[config.mk]
export PLATFORM = sky130hd
export DESIGN_NAME = iq_slot_governor
export DESIGN_NICKNAME = d
export VERILOG_FILES = /design/src/rtl/iqg_pkg.sv /design/src/rtl/iqg_limit_calc.sv /design/src/rtl/iqg_admit.sv /design/src/rtl/iq_slot_governor.sv
export SDC_FILE = /design/constraint.sdc
export NUM_CORES = 1
export LEC_CHECK = 0
export ABC_AREA = 1
export BUFFER_PORTS_ARGS = -buffer_cell sky130_fd_sc_hd__buf_4
export CORE_ASPECT_RATIO = 0.8
export CORE_MARGIN = 2
export CORE_UTILIZATION = 55
export CTS_CLUSTER_DIAMETER = 30
export DETAILED_ROUTE_END_ITERATION = 12
export HOLD_SLACK_MARGIN = 0.12
export PLACE_DENSITY_LB_ADDON = 0.08
export SYNTH_ARGS = -nofsm -noshare
export SYNTH_HDL_FRONTEND = slang
export SYNTH_SLANG_ARGS = --single-unit
[constraint.sdc]
create_clock -name clk -period 9.35 [get_ports clk]
set_clock_uncertainty 0.1 [all_clocks]
set_input_delay 0.935 -clock clk [delete_from_list [all_inputs] [get_ports clk]]
set_output_delay 0.935 -clock clk [all_outputs]
set_load 0.01 [all_outputs]
[src/rtl/iqg_pkg.sv]
package iqg_pkg;
    typedef enum logic [1:0] {
        POL_SHARED = 2'd0,
        POL_SPLIT  = 2'd1,
        POL_CAP    = 2'd2,
        POL_RSVD   = 2'd3
    } share_pol_e;
endpackage

[src/rtl/iqg_limit_calc.sv]
module iqg_limit_calc
    import iqg_pkg::*;
#(
    parameter int NUM_THR = 4,
    parameter int POOL    = 16,
    parameter int CAP_PCT = 50,
    parameter int CW      = $clog2(POOL + 1)
) (
    input  logic [1:0]         policy,
    input  logic [NUM_THR-1:0] act_mask,
    output logic [CW-1:0]      limit
);
    localparam int CAP_LIM = (POOL * CAP_PCT) / 100;
    localparam int NW      = $clog2(NUM_THR + 1);

    logic [NW-1:0] n_act;
    logic [CW-1:0] split_lim;

    // Split divisor is the live active count; each quotient is a constant.
    always_comb begin
        n_act     = NW'($countones(act_mask));
        split_lim = CW'(POOL / NUM_THR);
        for (int k = 1; k <= NUM_THR; k++) begin
            if (n_act == NW'(k)) split_lim = CW'(POOL / k);
        end
    end

    always_comb begin
        case (share_pol_e'(policy))
            POL_SPLIT: limit = split_lim;
            POL_CAP:   limit = (n_act == NW'(1)) ? CW'(POOL) : CW'(CAP_LIM);
            default:   limit = CW'(POOL);
        endcase
    end
endmodule

[src/rtl/iqg_admit.sv]
module iqg_admit #(
    parameter int NUM_THR = 4,
    parameter int CW      = 5
) (
    input  logic [NUM_THR-1:0]         req,
    input  logic [NUM_THR-1:0][CW-1:0] occ_rel,
    input  logic [CW-1:0]              limit,
    input  logic [CW-1:0]              free_rel,
    output logic [NUM_THR-1:0]         grant
);
    logic [CW-1:0] taken;

    // Fixed priority: lower thread numbers claim free slots first.
    always_comb begin
        taken = '0;
        grant = '0;
        for (int t = 0; t < NUM_THR; t++) begin
            if (req[t] && (occ_rel[t] < limit) && (free_rel > taken)) begin
                grant[t] = 1'b1;
                taken    = taken + CW'(1);
            end
        end
    end
endmodule

[src/rtl/iq_slot_governor.sv]
module iq_slot_governor #(
    parameter int NUM_THR = 4,
    parameter int POOL    = 16,
    parameter int CAP_PCT = 50,
    parameter int CW      = $clog2(POOL + 1)
) (
    input  logic                       clk,
    input  logic                       rst_n,
    input  logic [1:0]                 policy,
    input  logic [NUM_THR-1:0]         act_mask,
    input  logic [NUM_THR-1:0]         ins_req,
    output logic [NUM_THR-1:0]         ins_grant,
    input  logic [NUM_THR-1:0]         rel_vld,
    input  logic [NUM_THR-1:0][CW-1:0] rel_cnt,
    output logic [NUM_THR-1:0]         thr_full,
    output logic [CW-1:0]              free_cnt
);
    typedef struct packed {
        logic [NUM_THR-1:0][CW-1:0] occ;
        logic [CW-1:0]              free;
    } slot_st_t;

    slot_st_t st_d, st_q;

    logic [CW-1:0]              limit;
    logic [NUM_THR-1:0][CW-1:0] occ_rel_d;
    logic [CW-1:0]              free_rel_d;
    logic [CW+1:0]              occ_total;

    iqg_limit_calc #(
        .NUM_THR(NUM_THR), .POOL(POOL), .CAP_PCT(CAP_PCT), .CW(CW)
    ) u_limit (
        .policy(policy), .act_mask(act_mask), .limit(limit)
    );

    // Releases land first, clamped to what the thread holds.
    always_comb begin
        logic [CW-1:0] take;
        free_rel_d = st_q.free;
        for (int t = 0; t < NUM_THR; t++) begin
            take = '0;
            if (rel_vld[t])
                take = (rel_cnt[t] > st_q.occ[t]) ? st_q.occ[t] : rel_cnt[t];
            occ_rel_d[t] = st_q.occ[t] - take;
            free_rel_d   = free_rel_d + take;
        end
    end

    iqg_admit #(.NUM_THR(NUM_THR), .CW(CW)) u_admit (
        .req(ins_req), .occ_rel(occ_rel_d), .limit(limit),
        .free_rel(free_rel_d), .grant(ins_grant)
    );

    always_comb begin
        st_d = st_q;
        for (int t = 0; t < NUM_THR; t++)
            st_d.occ[t] = occ_rel_d[t] + CW'(ins_grant[t]);
        st_d.free = free_rel_d - CW'($countones(ins_grant));
    end

    always_ff @(posedge clk) begin
        if (!rst_n) begin
            st_q.occ  <= '0;
            st_q.free <= CW'(POOL);
        end else begin
            st_q <= st_d;
        end
    end

    assign free_cnt = st_q.free;

    genvar g;
    generate
        for (g = 0; g < NUM_THR; g++) begin : g_thr
            assign thr_full[g] = (st_q.occ[g] >= limit) || (st_q.free == '0);

            AST_FULL_BLOCKS: assert property (@(posedge clk) disable iff (!rst_n)
                (thr_full[g] && (rel_vld == '0)) |-> !ins_grant[g]);
            AST_GRANT_BUMPS: assert property (@(posedge clk) disable iff (!rst_n)
                (ins_grant[g] && !rel_vld[g]) |=> (st_q.occ[g] == $past(st_q.occ[g]) + CW'(1)));
            AST_REJECT_HOLDS: assert property (@(posedge clk) disable iff (!rst_n)
                (!ins_grant[g] && !rel_vld[g]) |=> (st_q.occ[g] == $past(st_q.occ[g])));
        end
    endgenerate

    always_comb begin
        occ_total = '0;
        for (int t = 0; t < NUM_THR; t++) occ_total = occ_total + (CW+2)'(st_q.occ[t]);
    end

    AST_FREE_CONSERVED: assert property (@(posedge clk) disable iff (!rst_n)
        (occ_total + (CW+2)'(st_q.free)) == (CW+2)'(POOL));
    AST_EMPTY_POOL_NO_GRANT: assert property (@(posedge clk) disable iff (!rst_n)
        ((st_q.free == '0) && (rel_vld == '0)) |-> (ins_grant == '0));
endmodule

## Word-level counts from Yosys, hierarchy flattened

Index checks and enable logic that the tools add are counted.

| operators by class | value |
|---|---|
| add/subtract/negate cells | 21 |
| magnitude comparators | 16 |
| equality and inequality tests | 6 |
| muxes and demuxes | 21 |
| reduce and logical (&&, ||, !) cells | 13 |

Operator list:

| operator | count |
|---|---|
| $mux 5 | 15 |
| $gt 5x5->1 | 6 |
| $add 5x1->5 | 4 |
| $add 5x5->5 | 4 |
| $ge 5x5->1 | 4 |
| $lt 5x5->1 | 4 |
| $sub 5x5->5 | 4 |
| $pmux 5 s2 | 1 |
| $add 1x1->2 | 4 |
| $logic_and 1x1->1 | 8 |
| $eq 3x2->1 const B | 2 |
| $add 5x1->5 const B | 1 |
| $gt 5x1->1 | 1 |
| $gt 5x1->1 const B | 1 |
| $logic_not 5->1 | 1 |
| $mux 1 | 5 |
| $sub 5x3->5 | 1 |
| $logic_or 1x1->1 | 4 |
| $add 2x2->3 | 1 |
| $add 3x3->3 | 1 |
| $eq 3x1->1 const B | 1 |
| $eq 3x3->1 const B | 1 |
| $add 1x1->2 const B | 1 |
| $eq 2x1->1 const B | 1 |
| $eq 2x2->1 const B | 1 |

| storage, ports and cells | value |
|---|---|
| register bits after elaboration | 25 |
| bits of input ports | 36 |
| output and inout port bits | 13 |
| word-level logic and storage cells | 82 |

## Longest topological paths before layout

| depth | value |
|---|---|
| depth in word-level cells | 24 |
| gate-level depth with buffers | 58 |
| depth with buffers taken out | 58 |

## Hierarchy

Synthesis repeated with hierarchy kept, for this count alone.

| second synthesis, totals | value |
|---|---|
| cells, all modules | 623 |
| area, all modules | 4,436.8 µm² |

By module, submodules not included:

| module | instances | cells each | area an instance (µm²) | seq. area each (µm²) |
|---|---|---|---|---|
| iq_slot_governor | 1 | 484 | 3,559.7 | 500.5 |
| iqg_admit | 1 | 114 | 709.4 | 0.0 |
| iqg_limit_calc | 1 | 25 | 167.7 | 0.0 |

## Least setup slack after synthesis

OpenSTA, ideal clock, no wires.

| timing | value |
|---|---|
| path type | input to register |
| from | input rel_cnt[4] (netlist name) |
| to | register st_q (netlist bit free_cnt[4]) |
| setup time | 0.133 ns |
| data arrival time | 10.060 ns |
| required time | 9.117 ns |
| setup slack | -0.943 ns |
| stages | 47 |
| path buffers | 0 |
| cell sequence | ha_1 nand2_2 inv_1 nand2_1 nand3_2 nand2_2 clkinv_2 o211ai_1 fa_1 fa_1 inv_1 fa_1 ha_1 inv_1 fa_1 or2_2 nand2_1 nor2_1 (+11 left out) a21oi_4 nand2_2 nand2_1 nand2_1 ha_1 nand2_1 nor2_1 o41ai_1 a21oi_1 fa_1 fa_1 fa_1 inv_1 fa_1 or2_2 nor2_1 or2_1 nand3_1 |

| on the way | value |
|---|---|
| elaborated cells between the ends (all ways) | 31 |
| classes of those cells | add/sub: 11; order compare: 6; mux: 9; reduce/logical: 5 |

RTL lines:

| what | RTL line | text |
|---|---|---|
| from (decl) | iq_slot_governor.sv:14 | `input logic [NUM_THR-1:0][CW-1:0] rel_cnt,` |
| $gt 5x5->1 | iq_slot_governor.sv:43 | `take = (rel_cnt[t] > st_q.occ[t]) ? st_q.occ[t] : rel_cnt[t];` |
| $mux 5 (*) | iq_slot_governor.sv:43 |  |
| $mux 5 (*) | iq_slot_governor.sv:42 | `if (rel_vld[t])` |
| $add 5x5->5 (4 in series) | iq_slot_governor.sv:45 | `free_rel_d = free_rel_d + take;` |
| $gt 5x1->1 | iqg_admit.sv:18 | `if (req[t] && (occ_rel[t] < limit) && (free_rel > taken)) begin` |
| $logic_and 1x1->1 (*) | iqg_admit.sv:18 |  |
| $mux 1 (*) | iqg_admit.sv:18 |  |
| named net ins_grant[0] | iq_slot_governor.sv:12 | `output logic [NUM_THR-1:0] ins_grant,` |
| $add 1x1->2 (implied by the code) (*) | iq_slot_governor.sv:58 | `st_d.free = free_rel_d - CW'($countones(ins_grant));` |
| $add 2x2->3 (implied by the code) (*) | iq_slot_governor.sv:58 |  |
| $sub 5x3->5 (*) | iq_slot_governor.sv:58 |  |
| to (signal assigned) | iq_slot_governor.sv:66 | `st_q <= st_d;` |
| to (decl) | iq_slot_governor.sv:23 | `slot_st_t st_d, st_q;` |

Mark *: on every way through the listed nets, which the timed path passes. The rest lies on a longest branch.
A chain may end at the register's enable or synchronous reset.

## Final worst setup path

| timing | value |
|---|---|
| from | input rel_cnt[2] (netlist name) |
| to | register st_q (netlist bit free_cnt[4]) |

| on the way | value |
|---|---|
| cells in the longest elaborated chain, start to end | 22 |
| elaborated cells between the ends (all ways) | 31 |
| classes of those cells | add/sub: 11; order compare: 6; mux: 9; reduce/logical: 5 |

Ends and longest elaborated chain:

| what | RTL line |
|---|---|
| $gt 5x5->1 | iq_slot_governor.sv:43 |
| $mux 5 (*) | iq_slot_governor.sv:43 |
| $mux 5 (*) | iq_slot_governor.sv:42 |
| $add 5x5->5 (4 in series) | iq_slot_governor.sv:45 |
| $gt 5x1->1 | iqg_admit.sv:18 |
| $logic_and 1x1->1 | iqg_admit.sv:18 |
| $mux 1 | iqg_admit.sv:18 |
| $gt 5x1->1 | iqg_admit.sv:18 |
| (+3 left out) | n/a |
| $logic_and 1x1->1 | iqg_admit.sv:18 |
| $mux 5 | iqg_admit.sv:18 |
| $gt 5x5->1 | iqg_admit.sv:18 |
| $logic_and 1x1->1 | iqg_admit.sv:18 |
| $mux 1 | iqg_admit.sv:18 |
| $add 1x1->2 (implied by the code) | iq_slot_governor.sv:58 |
| $add 2x2->3 (implied by the code) | iq_slot_governor.sv:58 |
| $sub 5x3->5 (*) | iq_slot_governor.sv:58 |

Every way passes the cells marked *; elsewhere a longest branch is shown, timed or not.

==> summary.txt <==
Synthesis
  – #FFs+latches synth: 25
  – Mean Syn Cell Area: 7.49 µm²
  – Async SR Flop Fraction: 0%
  – Mapped Cells: 569
  – Synth unique cells: 44
  – Most common cell in the netlist: inv_1
  – Synth top area cells: ha_1, dfxtp_1, inv_1
  – Register area share after synthesis: 11.7%
  – Yosys top cell area share: 26.4%
  – Post-synth EDFFs: 0
  – Main synth FF type: dfxtp_1
  – Post-synth top cells: inv_1, ha_1, nand2_1
  – Synthesized cell area: 0.00426 mm²
  – Syn nets: 715
  – Syn. warnings: 0
  – Synth area leader: ha_1

Global routing
  – Vias in the first global route: 3851
  – Total grt overflow: 0
  – First-pass GRT wire length: 17600 µm
  – Largest net degree at the start of global routing: 21
  – Global router's overall resource usage: 26.7%
  – Initial antenna violation count: 0

Die
  – Core area: 0.00746 mm²
  – Die Span Y: 82.8 µm
  – Initial Util: 57.1%
  – Top-Level Pins: 49
  – # rows: 28
  – Die area: 0.00848 mm²
  – Die span in x: 102 µm

STA
  – Slew HR: 69.1%
  – Finish-stage setup viols: 3
  – RSZ-0062 raised after global routing: yes
  – Max Fclk: 0.105 GHz
  – Tmin final: 9.55 ns
  – Post-route clock period utilization: 102%
  – Slew @ Worst Pin: 0.460 ns
  – Hold Vio Cnt, Final: 0
  – Setup slack after layout: -0.200 ns
  – Slew Limit Fails: 0

Placement
  – DP Wirelength: 9010 µm
  – Number of port buffers: 48
  – Post-Place Setup Slack: -0.810 ns
  – GP Congestion: 0.877
  – Dpl cells: 760

Routing
  – Post-detailed-route count of antenna-violating nets: 0
  – Via count of the routed design: 4000
  – Drt wl/cell: 14.4 µm
  – Pre-Repair DR Iteration Count: 4
  – Post-route DRC violation count: 0
  – Initial DRC count: 115
  – Routed wire length: 11100 µm
  – Via density: 5.17

Clocking
  – Cts hold-fix bufs: 0
  – Clk buf depth: 2
  – Clock transition at path regs: 0.11 ns
  – Clock root cell: clkbuf_8
  – Clock sinks: 25
  – CTS tree: yes
  – Clk Latency, worst-skew pair: 0.29 ns
  – Cts bufs inserted: 3
  – H-tree depth: 1

Setup path
  – CP Max Fanout: 6
  – Required @ worst endpoint: 9.43 ns
  – Slowest CP cell: fa_1
  – Startpoint Class: input pin
  – FF-to-FF setup slack: 0.07 ns
  – CP arrival: 9.63 ns
  – Critical path class: input pin to flip-flop
  – Worst setup EP type: flip-flop
  – Critical path's largest stage delay: 0.61 ns
  – Most used cell, CP: nand2_2

Run
  – Max-Cap Viols: 0

Cells and area
  – Ant diodes: 0
  – Core Util, Final: 74.5%
  – Share of layout cells above drive strength 1: 31.5%
  – Post-Layout Cell Count: 774
  – Fillers: 593
  – Nets: 816
  – Area growth syn-to-layout: 30.5%

Outcome
  – Failing checks: setup timing
  – Outcome: finished with violations

Min path
  – Hold/Removal Path Class: flip-flop to flip-flop
final cells by class:
type                       instances  area (µm²)  share of cell area [%]
clock inverter                     1        7.51                   0.135
timing repair buffer             103         796                    14.3
clock buffer                       3        41.3                   0.742
tap                              105         131                    2.36
multi-input combinational        416        3620                    65.1
inverter                         121         464                    8.34
sequential                        25         500                    9.00
worst paths after layout:
check,cells after the start,end,from
min reg2reg,3,st_q[19]$_SDFF_PN0_,st_q[19]$_SDFF_PN0_
min,3,st_q[19]$_SDFF_PN0_,st_q[19]$_SDFF_PN0_
max,55,free_cnt[4]$_SDFF_PN1_,rel_cnt[2]
max reg2reg,55,free_cnt[4]$_SDFF_PN1_,st_q[11]$_SDFF_PN0_
what timing repair did:
item                       CTS  global route
resized for setup           13            19
setup endpoints to repair    4             5
buffers inserted             7             3
pin swaps                   17            22
cell usage in the layout (no fill, tap or decap), types with 4 or more instances in the layout:
| cell type | synthesis | routed |
|---|---|---|
| nand3_1 | 23 | 23 |
| nand2_2 | 15 | 20 |
| a21oi_1 | 28 | 25 |
| ha_1 | 90 | 74 |
| xnor2_1 | 5 | 5 |
| inv_2 | 1 | 11 |
| fa_1 | 20 | 16 |
| fa_2 | 0 | 4 |
| nand3_2 | 12 | 10 |
| nor2_1 | 43 | 40 |
| o21a_1 | 4 | 4 |
| dfxtp_1 | 25 | 25 |
| buf_6 | 0 | 4 |
| buf_4 | 5 | 98 |
| o21ai_0 | 19 | 18 |
| nand2_4 | 4 | 9 |
| o211ai_1 | 9 | 9 |
| a21boi_0 | 5 | 5 |
| inv_1 | 119 | 107 |
| nand2_1 | 81 | 71 |
| ha_4 | 0 | 15 |
| nor2_2 | 5 | 5 |
| nand3b_1 | 7 | 7 |
| nor2_4 | 2 | 5 |
| nor3_1 | 7 | 7 |
| xor2_1 | 13 | 13 |
critical path, delay by kind of cell:
| family | cells | cell delay, ns |
|---|---|---|
| fa+ha+maj | 13 | 4.77 |
| simple gates | 27 | 2.29 |
| compound gates | 6 | 1.08 |
| buf+inv | 9 | 0.54 |
stage by stage:
stage	hold slack, ns	instance area [µm²]	setup TNS, ns
after floorplan	0.606	4500	-0.973
after global placement	0.687	5290	-1.88
after detailed placement	0.694	5290	-2.76
after CTS	0.717	5460	-0.409
after global routing	0.769	5560	-1.98
final	0.713	5560	-0.466
routing by layer:
layer  vias to the layer above  wire (µm)  global-route usage, %
met5                         -          0                      0
met4                         0        112                   4.27
met3                        12        658                   4.88
met1                      1863       5030                   35.1
li1                       2043          -                      -
met2                        82       5310                   46.7
logic make-up after synthesis:
group,count (synthesis),share of synthesized area (%)
simple gates,212,25.6
xor+xnor,19,4.08
flops,25,11.7
fa+ha+maj,110,35.8
buf+inv,128,11.7
compound gates,75,11.1
flip-flops by register name, summed over array words and instances, names as in the netlist:
signal	cells
free_cnt	5
st_q	20
Power is left out: the tool's default activity adds up to more than one toggle a clock period on the data nets, which glitch-free logic cannot reach.
